$ cat src/rtl/sdram_rd_pkg.sv
package sdram_rd_pkg;

  typedef struct packed {
    logic cs_n;
    logic ras_n;
    logic cas_n;
    logic we_n;
  } sdr_cmd_t;

  localparam sdr_cmd_t CMD_NOP  = 4'b0111;
  localparam sdr_cmd_t CMD_READ = 4'b0101;

  localparam logic [2:0] BLEN_PAGE = 3'b111;

  function automatic logic blen_is_page(input logic [2:0] code);
    return code == BLEN_PAGE;
  endfunction

  // words in a fixed burst; codes 3..6 all mean eight
  function automatic logic [3:0] blen_words(input logic [2:0] code);
    case (code)
      3'd0:    return 4'd1;
      3'd1:    return 4'd2;
      3'd2:    return 4'd4;
      default: return 4'd8;
    endcase
  endfunction

endpackage

$ cat src/rtl/rd_burst_sched.sv
module rd_burst_sched
  import sdram_rd_pkg::*;
#(
  parameter int COL_W = 8,
  parameter int CNT_W = 4
) (
  input  logic             clk,
  input  logic             rst_n,
  input  logic             issue,
  input  logic [COL_W-1:0] issue_col,
  input  logic [2:0]       issue_blen,
  output logic             push_v,
  output logic             push_first,
  output logic [COL_W-1:0] push_col,
  output logic             busy
);

  logic [COL_W-1:0] cur_col;
  logic [CNT_W-1:0] rem;
  logic             page;

  // columns still to schedule after the current cycle
  assign busy       = page | (rem != '0);
  assign push_v     = issue | busy;
  assign push_first = issue;
  assign push_col   = issue ? issue_col : cur_col;

  always_ff @(posedge clk or negedge rst_n) begin
    if (!rst_n) begin
      cur_col <= '0;
      rem     <= '0;
      page    <= 1'b0;
    end else if (issue) begin
      cur_col <= issue_col + COL_W'(1);
      rem     <= CNT_W'(blen_words(issue_blen) - 4'd1);
      page    <= blen_is_page(issue_blen);
    end else if (busy) begin
      cur_col <= cur_col + COL_W'(1);
      if (!page) rem <= rem - CNT_W'(1);
    end
  end

  p_fixed_stops_r5: assert property (@(posedge clk) disable iff (!rst_n)
    (!page && rem == CNT_W'(1) && !issue) |=> !busy);

  p_page_persists_r6: assert property (@(posedge clk) disable iff (!rst_n)
    (page && !issue) |=> busy);

endmodule

$ cat src/rtl/rd_cmd_issuer.sv
module rd_cmd_issuer
  import sdram_rd_pkg::*;
#(
  parameter int COL_W  = 8,
  parameter int BANK_W = 2,
  parameter int ADDR_W = 13,
  parameter int AP_BIT = 10
) (
  input  logic              clk,
  input  logic              rst_n,
  input  logic              req_valid,
  input  logic              req_chain,
  input  logic [BANK_W-1:0] req_bank,
  input  logic [COL_W-1:0]  req_col,
  input  logic              req_ap,
  input  logic              busy,
  output logic              req_ready,
  output logic              issue,
  output sdr_cmd_t          cmd,
  output logic [BANK_W-1:0] ba,
  output logic [ADDR_W-1:0] addr
);

  function automatic logic [ADDR_W-1:0] read_addr(input logic [COL_W-1:0] col,
                                                  input logic ap);
    logic [ADDR_W-1:0] a;
    a = '0;
    a[COL_W-1:0] = col;
    a[AP_BIT] = ap;
    return a;
  endfunction

  // a cutting request goes at once; otherwise wait for the burst's last column
  assign req_ready = req_chain | ~busy;
  assign issue     = req_valid & req_ready;

  always_ff @(posedge clk or negedge rst_n) begin
    if (!rst_n) begin
      cmd  <= CMD_NOP;
      ba   <= '0;
      addr <= '0;
    end else begin
      cmd <= issue ? CMD_READ : CMD_NOP;
      if (issue) begin
        ba   <= req_bank;
        addr <= read_addr(req_col, req_ap);
      end
    end
  end

  p_nop_when_idle_r1: assert property (@(posedge clk) disable iff (!rst_n)
    !$past(issue) |-> cmd == CMD_NOP);

  p_read_fields_r2: assert property (@(posedge clk) disable iff (!rst_n)
    $past(issue) |-> (cmd == CMD_READ && ba == $past(req_bank)
                      && addr[COL_W-1:0] == $past(req_col)));

endmodule

$ cat src/rtl/rd_capture_pipe.sv
module rd_capture_pipe #(
  parameter int COL_W  = 8,
  parameter int DATA_W = 32,
  parameter int MAX_CL = 3,
  parameter int CL_W   = 2
) (
  input  logic              clk,
  input  logic              rst_n,
  input  logic [CL_W-1:0]   cas_lat,
  input  logic              push_v,
  input  logic              push_first,
  input  logic [COL_W-1:0]  push_col,
  input  logic [DATA_W-1:0] dq,
  output logic              dq_listen,
  output logic              rd_valid,
  output logic              rd_first,
  output logic [COL_W-1:0]  rd_col,
  output logic [DATA_W-1:0] rd_data
);

  logic [MAX_CL:0]  pv;
  logic [MAX_CL:0]  pf;
  logic [COL_W-1:0] pc [MAX_CL+1];
  logic [CL_W-1:0]  tap;

  function automatic logic [CL_W-1:0] clamp_cl(input logic [CL_W-1:0] c);
    if (c == '0) return CL_W'(1);
    if (int'(c) > MAX_CL) return CL_W'(MAX_CL);
    return c;
  endfunction

  always_ff @(posedge clk or negedge rst_n) begin
    if (!rst_n) begin
      pv[0] <= 1'b0;
      pf[0] <= 1'b0;
      pc[0] <= '0;
    end else begin
      pv[0] <= push_v;
      pf[0] <= push_first;
      pc[0] <= push_col;
    end
  end

  for (genvar i = 1; i <= MAX_CL; i++) begin : g_stage
    always_ff @(posedge clk or negedge rst_n) begin
      if (!rst_n) begin
        pv[i] <= 1'b0;
        pf[i] <= 1'b0;
        pc[i] <= '0;
      end else begin
        pv[i] <= pv[i-1];
        pf[i] <= pf[i-1];
        pc[i] <= pc[i-1];
      end
    end
  end

  assign tap       = clamp_cl(cas_lat);
  assign dq_listen = pv[tap];

  always_ff @(posedge clk or negedge rst_n) begin
    if (!rst_n) begin
      rd_valid <= 1'b0;
      rd_first <= 1'b0;
      rd_col   <= '0;
      rd_data  <= '0;
    end else begin
      rd_valid <= pv[tap];
      rd_first <= pv[tap] & pf[tap];
      if (pv[tap]) begin
        rd_col  <= pc[tap];
        rd_data <= dq;
      end
    end
  end

  p_col_consec_r6: assert property (@(posedge clk) disable iff (!rst_n)
    (rd_valid && !rd_first) |-> rd_col == $past(rd_col) + COL_W'(1));

  p_first_marks_r8: assert property (@(posedge clk) disable iff (!rst_n)
    (rd_valid && !rd_first) |-> $past(rd_valid));

  p_release_r10: assert property (@(posedge clk) disable iff (!rst_n)
    !dq_listen |=> !rd_valid);

endmodule

$ cat src/rtl/sdram_rd_seq.sv
module sdram_rd_seq
  import sdram_rd_pkg::*;
#(
  parameter int COL_W  = 8,
  parameter int BANK_W = 2,
  parameter int ADDR_W = 13,
  parameter int AP_BIT = 10,
  parameter int DATA_W = 32,
  parameter int MAX_CL = 3
) (
  input  logic                         clk,
  input  logic                         rst_n,
  input  logic [$clog2(MAX_CL+1)-1:0]  cas_lat,
  input  logic                         req_valid,
  output logic                         req_ready,
  input  logic [BANK_W-1:0]            req_bank,
  input  logic [COL_W-1:0]             req_col,
  input  logic [2:0]                   req_blen,
  input  logic                         req_ap,
  input  logic                         req_chain,
  output logic                         sdr_cs_n,
  output logic                         sdr_ras_n,
  output logic                         sdr_cas_n,
  output logic                         sdr_we_n,
  output logic [BANK_W-1:0]            sdr_ba,
  output logic [ADDR_W-1:0]            sdr_addr,
  input  logic [DATA_W-1:0]            sdr_dq_in,
  output logic                         dq_listen,
  output logic                         rd_valid,
  output logic                         rd_first,
  output logic [COL_W-1:0]             rd_col,
  output logic [DATA_W-1:0]            rd_data
);

  localparam int CL_W  = $clog2(MAX_CL + 1);
  localparam int CNT_W = 4;

  logic             issue;
  logic             busy;
  logic             push_v;
  logic             push_first;
  logic [COL_W-1:0] push_col;
  sdr_cmd_t         cmd;

  rd_cmd_issuer #(
    .COL_W(COL_W), .BANK_W(BANK_W), .ADDR_W(ADDR_W), .AP_BIT(AP_BIT)
  ) u_issue (
    .clk(clk), .rst_n(rst_n),
    .req_valid(req_valid), .req_chain(req_chain), .req_bank(req_bank),
    .req_col(req_col), .req_ap(req_ap), .busy(busy),
    .req_ready(req_ready), .issue(issue), .cmd(cmd),
    .ba(sdr_ba), .addr(sdr_addr)
  );

  rd_burst_sched #(.COL_W(COL_W), .CNT_W(CNT_W)) u_sched (
    .clk(clk), .rst_n(rst_n),
    .issue(issue), .issue_col(req_col), .issue_blen(req_blen),
    .push_v(push_v), .push_first(push_first), .push_col(push_col),
    .busy(busy)
  );

  rd_capture_pipe #(
    .COL_W(COL_W), .DATA_W(DATA_W), .MAX_CL(MAX_CL), .CL_W(CL_W)
  ) u_cap (
    .clk(clk), .rst_n(rst_n), .cas_lat(cas_lat),
    .push_v(push_v), .push_first(push_first), .push_col(push_col),
    .dq(sdr_dq_in), .dq_listen(dq_listen),
    .rd_valid(rd_valid), .rd_first(rd_first), .rd_col(rd_col), .rd_data(rd_data)
  );

  assign sdr_cs_n  = cmd.cs_n;
  assign sdr_ras_n = cmd.ras_n;
  assign sdr_cas_n = cmd.cas_n;
  assign sdr_we_n  = cmd.we_n;

endmodule

$ cat config.mk
export PLATFORM = sky130hd
export DESIGN_NAME = sdram_rd_seq
export DESIGN_NICKNAME = d
export VERILOG_FILES = /design/src/rtl/sdram_rd_pkg.sv /design/src/rtl/rd_burst_sched.sv /design/src/rtl/rd_cmd_issuer.sv /design/src/rtl/rd_capture_pipe.sv /design/src/rtl/sdram_rd_seq.sv
export SDC_FILE = /design/constraint.sdc
export NUM_CORES = 1
export LEC_CHECK = 0
export BUFFER_PORTS_ARGS = -buffer_cell sky130_fd_sc_hd__buf_2
export CAP_MARGIN = 15
export CORE_MARGIN = 5
export CORE_UTILIZATION = 47
export CTS_CLUSTER_SIZE = 28
export DETAILED_ROUTE_END_ITERATION = 10
export PLACE_DENSITY = 0.76
export SLEW_MARGIN = 5
export SYNTH_ARGS = -nofsm -noshare
export SYNTH_HDL_FRONTEND = slang
export SYNTH_SLANG_ARGS = --single-unit
$ cat constraint.sdc
create_clock -name clk -period 2.55 [get_ports clk]
set_input_delay 0.51 -clock clk [delete_from_list [all_inputs] [get_ports clk]]
set_output_delay 0.51 -clock clk [all_outputs]
set_load 0.02 [all_outputs]
**Word-level counts from Yosys, hierarchy flattened**

Index checks and enable logic that the tools add are counted.

- $add $sub $neg: 4
- Magnitude comparators: 2
- Eq/ne operators: 4
- Multiplexer cells: 19
- Bitwise logic cells: 7
- Reductions and logical operators: 5

Operator list:

| operator | number |
|---|---|
| 2-to-1 mux 8 bit | 5 |
| adder 8 x 1 -> 8 bit, second input constant | 2 |
| binary-select mux 8 bit (select 2 bit) | 1 |
| 2-to-1 mux 4 bit | 4 |
| case mux 4 bit (3 select lines) | 1 |
| subtractor 4 x 1 -> 4 bit, second input constant | 2 |
| 2-to-1 mux 2 bit | 3 |
| binary-select mux 1 bit (select 2 bit) | 2 |
| nonzero test 4 bit | 1 |
| equality test 3 x 1 -> 1 bit, second input constant | 1 |
| equality test 3 x 2 -> 1 bit, second input constant | 1 |
| equality test 3 bit, second input constant | 1 |
| >= comparator 3 bit, second input constant | 1 |
| zero test 3 bit | 1 |
| < comparator 2 x 3 -> 1 bit, second input constant | 1 |
| 2-to-1 mux 1 bit | 3 |
| inverter 2 -> 3 bit | 1 |
| OR 1 bit | 3 |
| bitwise AND 1 bit | 2 |
| zero test 2 bit | 1 |
| != test 2 x 1 -> 1 bit, second input constant | 1 |
| AND reduction 2 bit | 1 |
| nonzero test 2 bit | 1 |
| inverter 1 bit | 1 |

- Bits in registers: 110
- Input port bits: 52
- Output and inout port bits: 63
- Word-level logic and storage cells: 66

**Depth between registers and ports, before layout**

Gate-level depths: netlist of run 1.

- Word-level depth: 8
- Depth in mapped cells: 14
- Depth with buffers taken out: 12

**Modules after synthesis**

A second synthesis of run 1 with hierarchy kept.

- Cell total of the unflattened synthesis: 306
- Area total of the unflattened synthesis: 4291.6 um^2

By module, submodules not included:

| module | times used | cells an instance | area each (um^2) | sequential area each (um^2) |
|---|---|---|---|---|
| rd_capture_pipe | 1 | 182 | 2867.8 | 2052.0 |
| rd_burst_sched | 1 | 88 | 859.6 | 325.3 |
| rd_cmd_issuer | 1 | 36 | 564.3 | 301.5 |

**Least setup slack after synthesis of run 1**

No wires, ideal clock.

- Path kind: flip-flop to flip-flop
- From: register u_sched.rem[2]
- To: register u_sched.cur_col[2]
- Library setup time: 0.077 ns
- Arrival: 2.757 ns
- Required time: 2.473 ns
- Slack: -0.284 ns
- Cell stages (with the launch flop): 11
- Buffers on the path: 1
- Period minus slack after synthesis: 2.834 ns
- Cell sequence: dfrtp_1 > or4_1 > o21ai_0 > nand3_1 > nand2_1 > ha_1 > clkbuf_1 > xor2_1 > o22ai_1 > a21o_1 > a21oi_1

- Cells in the longest elaborated chain, start to end: 6
- Elaborated cells between the ends (all ways): 7
- Those cells by class: 1 x mux; 4 x bitwise; 2 x reduce/logical

Ends and longest elaborated chain:

| item | line | text |
|---|---|---|
| start, declared | rd_burst_sched.sv:19 | `logic [CNT_W-1:0] rem;` |
| start signal, assigned | rd_burst_sched.sv:35 | `rem <= CNT_W'(blen_words(issue_blen) - 4'd1);` |
| start signal, assigned | rd_burst_sched.sv:39 | `if (!page) rem <= rem - CNT_W'(1);` |
| nonzero test 4 bit (*) | rd_burst_sched.sv:23 | `assign busy = page \| (rem != '0);` |
| OR 1 bit (*) | rd_burst_sched.sv:23 |  |
| inverter 1 bit (*) | rd_cmd_issuer.sv:34 | `assign req_ready = req_chain \| ~busy;` |
| OR 1 bit (*) | rd_cmd_issuer.sv:34 |  |
| via req_ready | sdram_rd_seq.sv:15 | `output logic req_ready,` |
| bitwise AND 1 bit (*) | rd_cmd_issuer.sv:35 | `assign issue = req_valid & req_ready;` |
| 2-to-1 mux 8 bit or nonzero test 2 bit (tied branches) | -- |  |
| end signal, assigned | rd_burst_sched.sv:34 | `cur_col <= issue_col + COL_W'(1);` |
| end signal, assigned | rd_burst_sched.sv:38 | `cur_col <= cur_col + COL_W'(1);` |
| end, declared | rd_burst_sched.sv:18 | `logic [COL_W-1:0] cur_col;` |

The timed path passes the listed nets; every way through them passes the cells marked *.
A chain may end at the register's enable or synchronous reset.

**Worst setup path after layout of run 1**

- From: register u_sched.rem[3]
- To: register u_sched.rem[2]

- Cells in the longest elaborated chain, start to end: 7
- Elaborated cells between the ends (all ways): 9
- Those cells by class: 1 x eq/ne; 1 x mux; 4 x bitwise; 3 x reduce/logical

Ends and longest elaborated chain:

| item | line |
|---|---|
| nonzero test 4 bit (*) | rd_burst_sched.sv:23 |
| OR 1 bit (*) | rd_burst_sched.sv:23 |
| inverter 1 bit | rd_cmd_issuer.sv:34 |
| OR 1 bit | rd_cmd_issuer.sv:34 |
| bitwise AND 1 bit | rd_cmd_issuer.sv:35 |
| != test 2 x 1 -> 1 bit (no line) or nonzero test 2 bit (tied branches) | -- |
| AND reduction 2 bit (no line) | -- |

Every way passes the cells marked *; elsewhere a longest branch is shown, timed or not.

==> results of run 1 <==
registers in the layout, indices dropped and copies added (netlist names):
signal / flops
u_cap.pc: 32
u_cap.rd_data: 32
u_issue.addr: 9
u_cap.rd_col: 8
u_sched.cur_col: 8
u_cap.pf: 4
u_cap.pv: 4
u_sched.rem: 4
u_issue.ba: 2
u_cap.rd_first: 1
u_cap.rd_valid: 1
u_issue.cmd: 1
u_sched.page: 1
layout make-up:
class,instances,share of cell area (%)
sequential,107,52.3
inverter,8,0.635
clock buffer,10,2.69
tap,108,2.64
multi-input combinational,223,28.2
timing repair buffer,117,12.5
clock inverter,6,1.10
cell families after synthesis:
kind of cell               share of synthesized area [%]
and+or+nand+nor                                     12.1
other                                              0.176
AOI/OAI and AO/OA                                   7.12
xor gates and xnor gates                            1.23
adders and majority gates                          0.588
muxes                                               11.8
DFF                                                 63.0
buffers and inverters                               4.06
per-stage QoR:
step | std cells | worst slack [ns]
2_1_floorplan | 362 | 0.0643
3_3_place_gp | 562 | 0.239
3_5_place_dp | 562 | 0.137
4_1_cts | 578 | 0.0937
5_1_grt | 579 | 0.00556
6_report | 579 | 0.177
synthesized netlist by cell type, drive strengths merged (2+ instances only):
library cell,count,area (um2)
dfrtp,106,2650
nand2,82,308
mux2,32,360
o21ai,22,110
buf,17,116
mux2i,14,140
a21oi,9,56.3
inv,8,30.0
nor2,8,37.5
clkbuf,7,26.3
nand3,5,25.0
nor3,4,20.0
xor2,4,35.0
a211oi,3,22.5
and3,3,18.8
nand4,3,18.8
o22ai,3,18.8
a31o,2,17.5
conb,2,7.51
ha,2,25.0
nand2b,2,12.5
nor4,2,27.5
o21a,2,15.0
xnor2,2,17.5
power groups by stage:
stage	Sequential (W)	Combinational [W]	Clock (W)
2_1_floorplan	0.00264	0.000691	0
3_3_place_gp	0.00247	0.00126	0
3_5_place_dp	0.00251	0.00130	0
4_1_cts	0.00247	0.00130	0.00103
6_report	0.00247	0.00129	0.000985
5_1_grt	0.00254	0.00143	0.00110
how the worst min path moves through the flow:
stage / from / to / slack [ns]
after detailed placement: u_cap.pc[27]$_DFF_PN0_ / u_cap.pc[19]$_DFF_PN0_ / 0.33
after global placement: u_cap.pc[30]$_DFF_PN0_ / u_cap.pc[22]$_DFF_PN0_ / 0.33
final: rst_n / u_cap.rd_first$_DFF_PN0_ / 0.08
after CTS: rst_n / u_cap.rd_first$_DFF_PN0_ / 0.08
after floorplan: rst_n / u_cap.pc[0]$_DFF_PN0_ / 0.21
after global routing: rst_n / u_cap.pc[3]$_DFF_PN0_ / 0.1
timing repair:
| action | 4_1_cts | 5_1_grt |
|---|---|---|
| resized for setup | 0 | 5 |
| endpoints found under the setup margin | 0 | 4 |
| setup buffers | 0 | 1 |
| hold buffers | 0 | 0 |
routing by layer:
layer,up-vias,global-route usage (%),part of all wire (%)
li1,1417,-,-
met1,1428,19.1,41
met2,73,27.6,52
met3,8,3.82,5.9
met4,0,4.66,0.97
met5,-,0,0
critical path, delay by kind of cell, from the launching register on:
family / cells / cell delay [ns]
and+or+nand+nor: 4 / 0.62
buffers and inverters: 1 / 0.22
muxes: 1 / 0.22
DFF: 1 / 0.44
adders and majority gates: 1 / 0.21
AOI/OAI and AO/OA: 3 / 0.56
==> impl_metrics.yaml, run 1 <==
outcome:
  status: "finished, final reports clean"
critical_path:
  r2r-end: "u_sched.rem[2]$_DFFE_PN0P_"
  worst-r2r-cell-count: 10
  slowest_delay_ns: 0.44
  crit_path_max_fanout: 11
  crit_start: "u_sched.rem[3]$_DFFE_PN0P_"
  crit_chain: "nor4_4 > nand2b_1 > a21oi_4 > buf_4 > mux2i_1 > ha_2 > nand2_1 > a2111o_1 > o31ai_1 > nor3_1"
  cp.arrival_ns: 2.61
  r2r_slack_ns: 0.18
  required_ns: 2.79
  start_kind: "flip-flop"
  path_class: "reg2reg"
  cp-endpoint: "u_sched.rem[2]$_DFFE_PN0P_"
  slowest_stage: "dfrtp_1"
  cp-end-kind: "flip-flop"
  r2r_start: "u_sched.rem[3]$_DFFE_PN0P_"
yosys:
  synthFlopType: "dfrtp_1"
  yosys_warnings: 0
  syn_inst: 357
  yosys_register_bits: 107
  synth_area_um2: 4260
  seq_area_frac_synth_pct: 63.0
  synth_edf_count: 0
  postSynthAreaPerCell_um2: 11.9
  async_flop_share_pct: 100
  synth.distinct_cells: 44
clock_network:
  cts_tree: "yes"
  numCtsBuffers: 9
  clk_pin_slew_ns: 0.10
  clock-sinks: 107
  cts_max_level: 3
  ctsLongestPathBuffers: 2
  root_buffer: "clkbuf_8"
  clk_latency_ns: 0.35
route:
  vias: 2926
  wl_um: 8430
  drt_pass1_iterations: 4
  drt_iter0_markers: 205
  wl_per_cell_um: 14.6
  drc_errors: 0
  avgViaCountPerCell: 5.05
  postRouteAntennaNets: 0
grt:
  grt_max_degree: 50
  antenna_found_initial: 0
  gr-usage-all-layers_pct: 15.7
  overflow: 0
  grt_pass1_wl_um: 14600
  grt_pass1_vias: 3118
floorplanning:
  dieArea_um2: 11100
  boundaryPins: 115
  dieWidth_um: 105
  initial_core_util_pct: 48.6
  die_height_um: 105
  rows: 34
  core-area_um2: 8760
finish:
  multiInputGateArea_um2: 1440
  n_antenna_cell: 0
  utilization_pct: 58.5
  final_area_um2: 5120
  drive_gt1_share_pct: 38.2
  final_nets: 520
  fill_cells: 734
  areaGrowthSynthToFinish_pct: 20.4
  layout_commonest_cell: "buf_2"
  regArea_um2: 2680
  final_cell_mix: "buf_2 (106), dfrtp_1 (104), nand2_1 (82)"
sta:
  fmax_ghz: 0.421
  period_minus_slack_ns: 2.37
  rsz0062_at_grt: "no"
  setup_viol: 0
  setup-tns-final_ns: 0
  fin_skew_ns: 0.00836
  whs_ns: 0.0849
  final_hold_viol_count: 0
  drv_slew: 0
  fin_crit_sh_pct: 93.1
min_path:
  worstHoldPathType: "in2async"
power_and_ir_drop:
  power.density_nw_per_um2: 926
  switchingPower_w: 0.00163
  total_power_w: 0.00474
  peakVddDrop_v: 0.000399
  p_int_w: 0.00311
  p_clk_share_pct: 20.8
  seqPwrFrac_pct: 52.0
  p_comb_share_pct: 27.2
  switching_share_pct: 34.5
  leakage_nw: 2.46
placed_design:
  hpwl_um: 6410
  port_buffers: 107
  gp_congestion: 0.852
  place_area_um2: 4910
flow_run:
  drv_cap: 0
No activity file was read; power rests on OpenSTA's default activity.
==> run 2, diff against run 1 <==
- clock period: 2.55 -> 1.9 ns (I/O delays scaled with it)
==> run 2 against run 1 <==
  * The flow now finishes with violations (negative setup slack)
  * Global-route usage is 1.3 points higher
  * Clock power is 41% higher
  * Wire length rose by 8.2%
  * Core utilization grew 3.1 points
  * Register-to-register slack got worse by 0.49 ns
  * Combinational power increased by 59%
  * Setup slack got worse by 0.49 ns
  * Via count rose by 2.3%
  * Sequential cell count unchanged
  * Sequential share of layout area is 2.7 points lower
  * First-iteration DRC count down 18%
  * Hold slack worse by 0.083 ns
==> impl_metrics.yaml, run 2 (synthesis results as in run 1) <==
finish:
  fill_cells: 691
  utilization_pct: 61.6
  multiInputGateArea_um2: 1530
  final_cell_mix: "dfrtp_1 (106), buf_2 (105), nand2_1 (81)"
  areaGrowthSynthToFinish_pct: 26.8
  n_antenna_cell: 0
  regArea_um2: 2680
  largestRegisters: "u_cap.pc: 32 flops, u_cap.rd_data: 32 flops, u_issue.addr: 9 flops"
  final_area_um2: 5390
  drive_gt1_share_pct: 42.5
  final_nets: 541
  layout_commonest_cell: "dfrtp_1"
floorplanning:
  core-area_um2: 8760
  initial_core_util_pct: 48.6
  dieArea_um2: 11100
  boundaryPins: 115
  dieWidth_um: 105
  rows: 34
  die_height_um: 105
route:
  drt_iter0_markers: 168
  drc_errors: 0
  wl_um: 9130
  drt_pass1_iterations: 4
  postRouteAntennaNets: 0
  avgViaCountPerCell: 4.99
  wl_per_cell_um: 15.2
  vias: 2994
power_and_ir_drop:
  p_clk_share_pct: 20.7
  switchingPower_w: 0.00229
  p_comb_share_pct: 30.5
  peakVddDrop_v: 0.000541
  p_int_w: 0.00443
  power.density_nw_per_um2: 1250
  switching_share_pct: 34.1
  seqPwrFrac_pct: 48.7
  leakage_nw: 2.60
critical_path:
  cp-end-kind: "flip-flop"
  crit_path_max_fanout: 6
  path_class: "reg2reg"
  required_ns: 2.18
  cp.arrival_ns: 2.50
  start_kind: "flip-flop"
sta:
  fmax_ghz: 0.451
  rsz0062_at_grt: "yes"
  fin_skew_ns: 0.0108
  setup_viol: 6
  period_minus_slack_ns: 2.22
  drv_slew: 0
  worst_slew_margin_rel_pct: 64.2
  final_hold_viol_count: 0
  worst_slack_ns: -0.317
  whs_ns: 0.00184
  fin_crit_sh_pct: 117
  worstMarginPinSlew_ns: 0.537
placed_design:
  port_buffers: 107
  hpwl_um: 6690
  dp_slack_ns: -0.356
  place_area_um2: 5070
  gp_congestion: 0.898
grt:
  overflow: 0
  grt_pass1_wl_um: 15400
  gr-usage-all-layers_pct: 16.9
  antenna_found_initial: 0
  grt_pass1_vias: 3142
  grt_max_degree: 41
flow_run:
  drv_cap: 0
clock_network:
  clk_latency_ns: 0.36
  root_buffer: "clkbuf_8"
  numCtsBuffers: 9
  ctsLongestPathBuffers: 2
  cts_max_level: 3
  clock-sinks: 107
  cts_tree: "yes"
  clk_pin_slew_ns: 0.10
outcome:
  status: "finished with violations"
  violations: "negative setup slack"
min_path:
  worstHoldPathType: "in2async"
## run 2: repair_timing
item / CTS / global route
pin swaps: 1 / 8
endpoints found under the setup margin: 6 / 12
setup buffers: 2 / 5
gates resized for setup: 7 / 13
hold buffers: 0 / 0
## run 2: power groups by stage
stage	Clock, W	Combinational [W]	Sequential [W]
final	0.00139	0.00205	0.00328
after global routing	0.00153	0.00226	0.00336
after CTS	0.00145	0.00201	0.00328
after detailed placement	0	0.00195	0.00332
after global placement	0	0.00189	0.00327
after floorplan	0	0.000972	0.00355
## run 2: worst max-delay path, stage by stage (launching register included)
cell	delay, ns
dfrtp_1	0.43
nor4_4	0.30
nand2b_1	0.14
a21oi_4	0.19
inv_2	0.11
nor4b_4	0.24
a21oi_1	0.07
ha_1	0.21
inv_1	0.08
nor2_1	0.05
nand4_1	0.09
o21ai_0	0.09
nor3_1	0.13
## run 2: final cells by class
class	instances	area share, %
clock buffer	10	2.37
sequential	107	49.7
clock inverter	6	1.32
tap	108	2.51
multi-input combinational	223	28.3
inverter	8	0.557
timing repair buffer	138	15.2
## run 2: per-stage QoR
step / cells / TNS (ns) / total power (W)
3_3_place_gp: 579 / -0.889 / 0.00517
5_1_grt: 600 / -2.03 / 0.00716
2_1_floorplan: 362 / -1.52 / 0.00452
4_1_cts: 597 / -1.53 / 0.00673
6_report: 600 / -1.36 / 0.00672
3_5_place_dp: 579 / -1.40 / 0.00527
## run 2: layer usage
| layer | global-route usage [%] | up-vias | wire [um] |
|---|---|---|---|
| met1 | 21.6 | 1447 | 3730 |
| li1 | - | 1454 | - |
| met5 | 0 | - | 0 |
| met2 | 28.4 | 82 | 4790 |
| met4 | 5.30 | 0 | 119 |
| met3 | 4.25 | 11 | 487 |
## run 2: final timing paths
path / startpoint / endpoint / slack (ns) / depth (start not counted)
max in group asynchronous: rst_n / u_issue.cmd[1]$_DFF_PN1_ / 1.27 / 2
setup / recovery: u_sched.rem[3]$_DFFE_PN0P_ / u_sched.rem[2]$_DFFE_PN0P_ / -0.32 / 12
hold reg to reg: u_cap.pc[31]$_DFF_PN0_ / u_cap.pc[23]$_DFF_PN0_ / 0.36 / 0
min in group clk: req_bank[1] / u_issue.ba[1]$_DFFE_PN0N_ / 0.20 / 3
setup reg to reg: u_sched.rem[3]$_DFFE_PN0P_ / u_sched.rem[2]$_DFFE_PN0P_ / -0.32 / 12
hold / removal: rst_n / u_cap.rd_data[21]$_DFFE_PN0P_ / 0.002 / 1
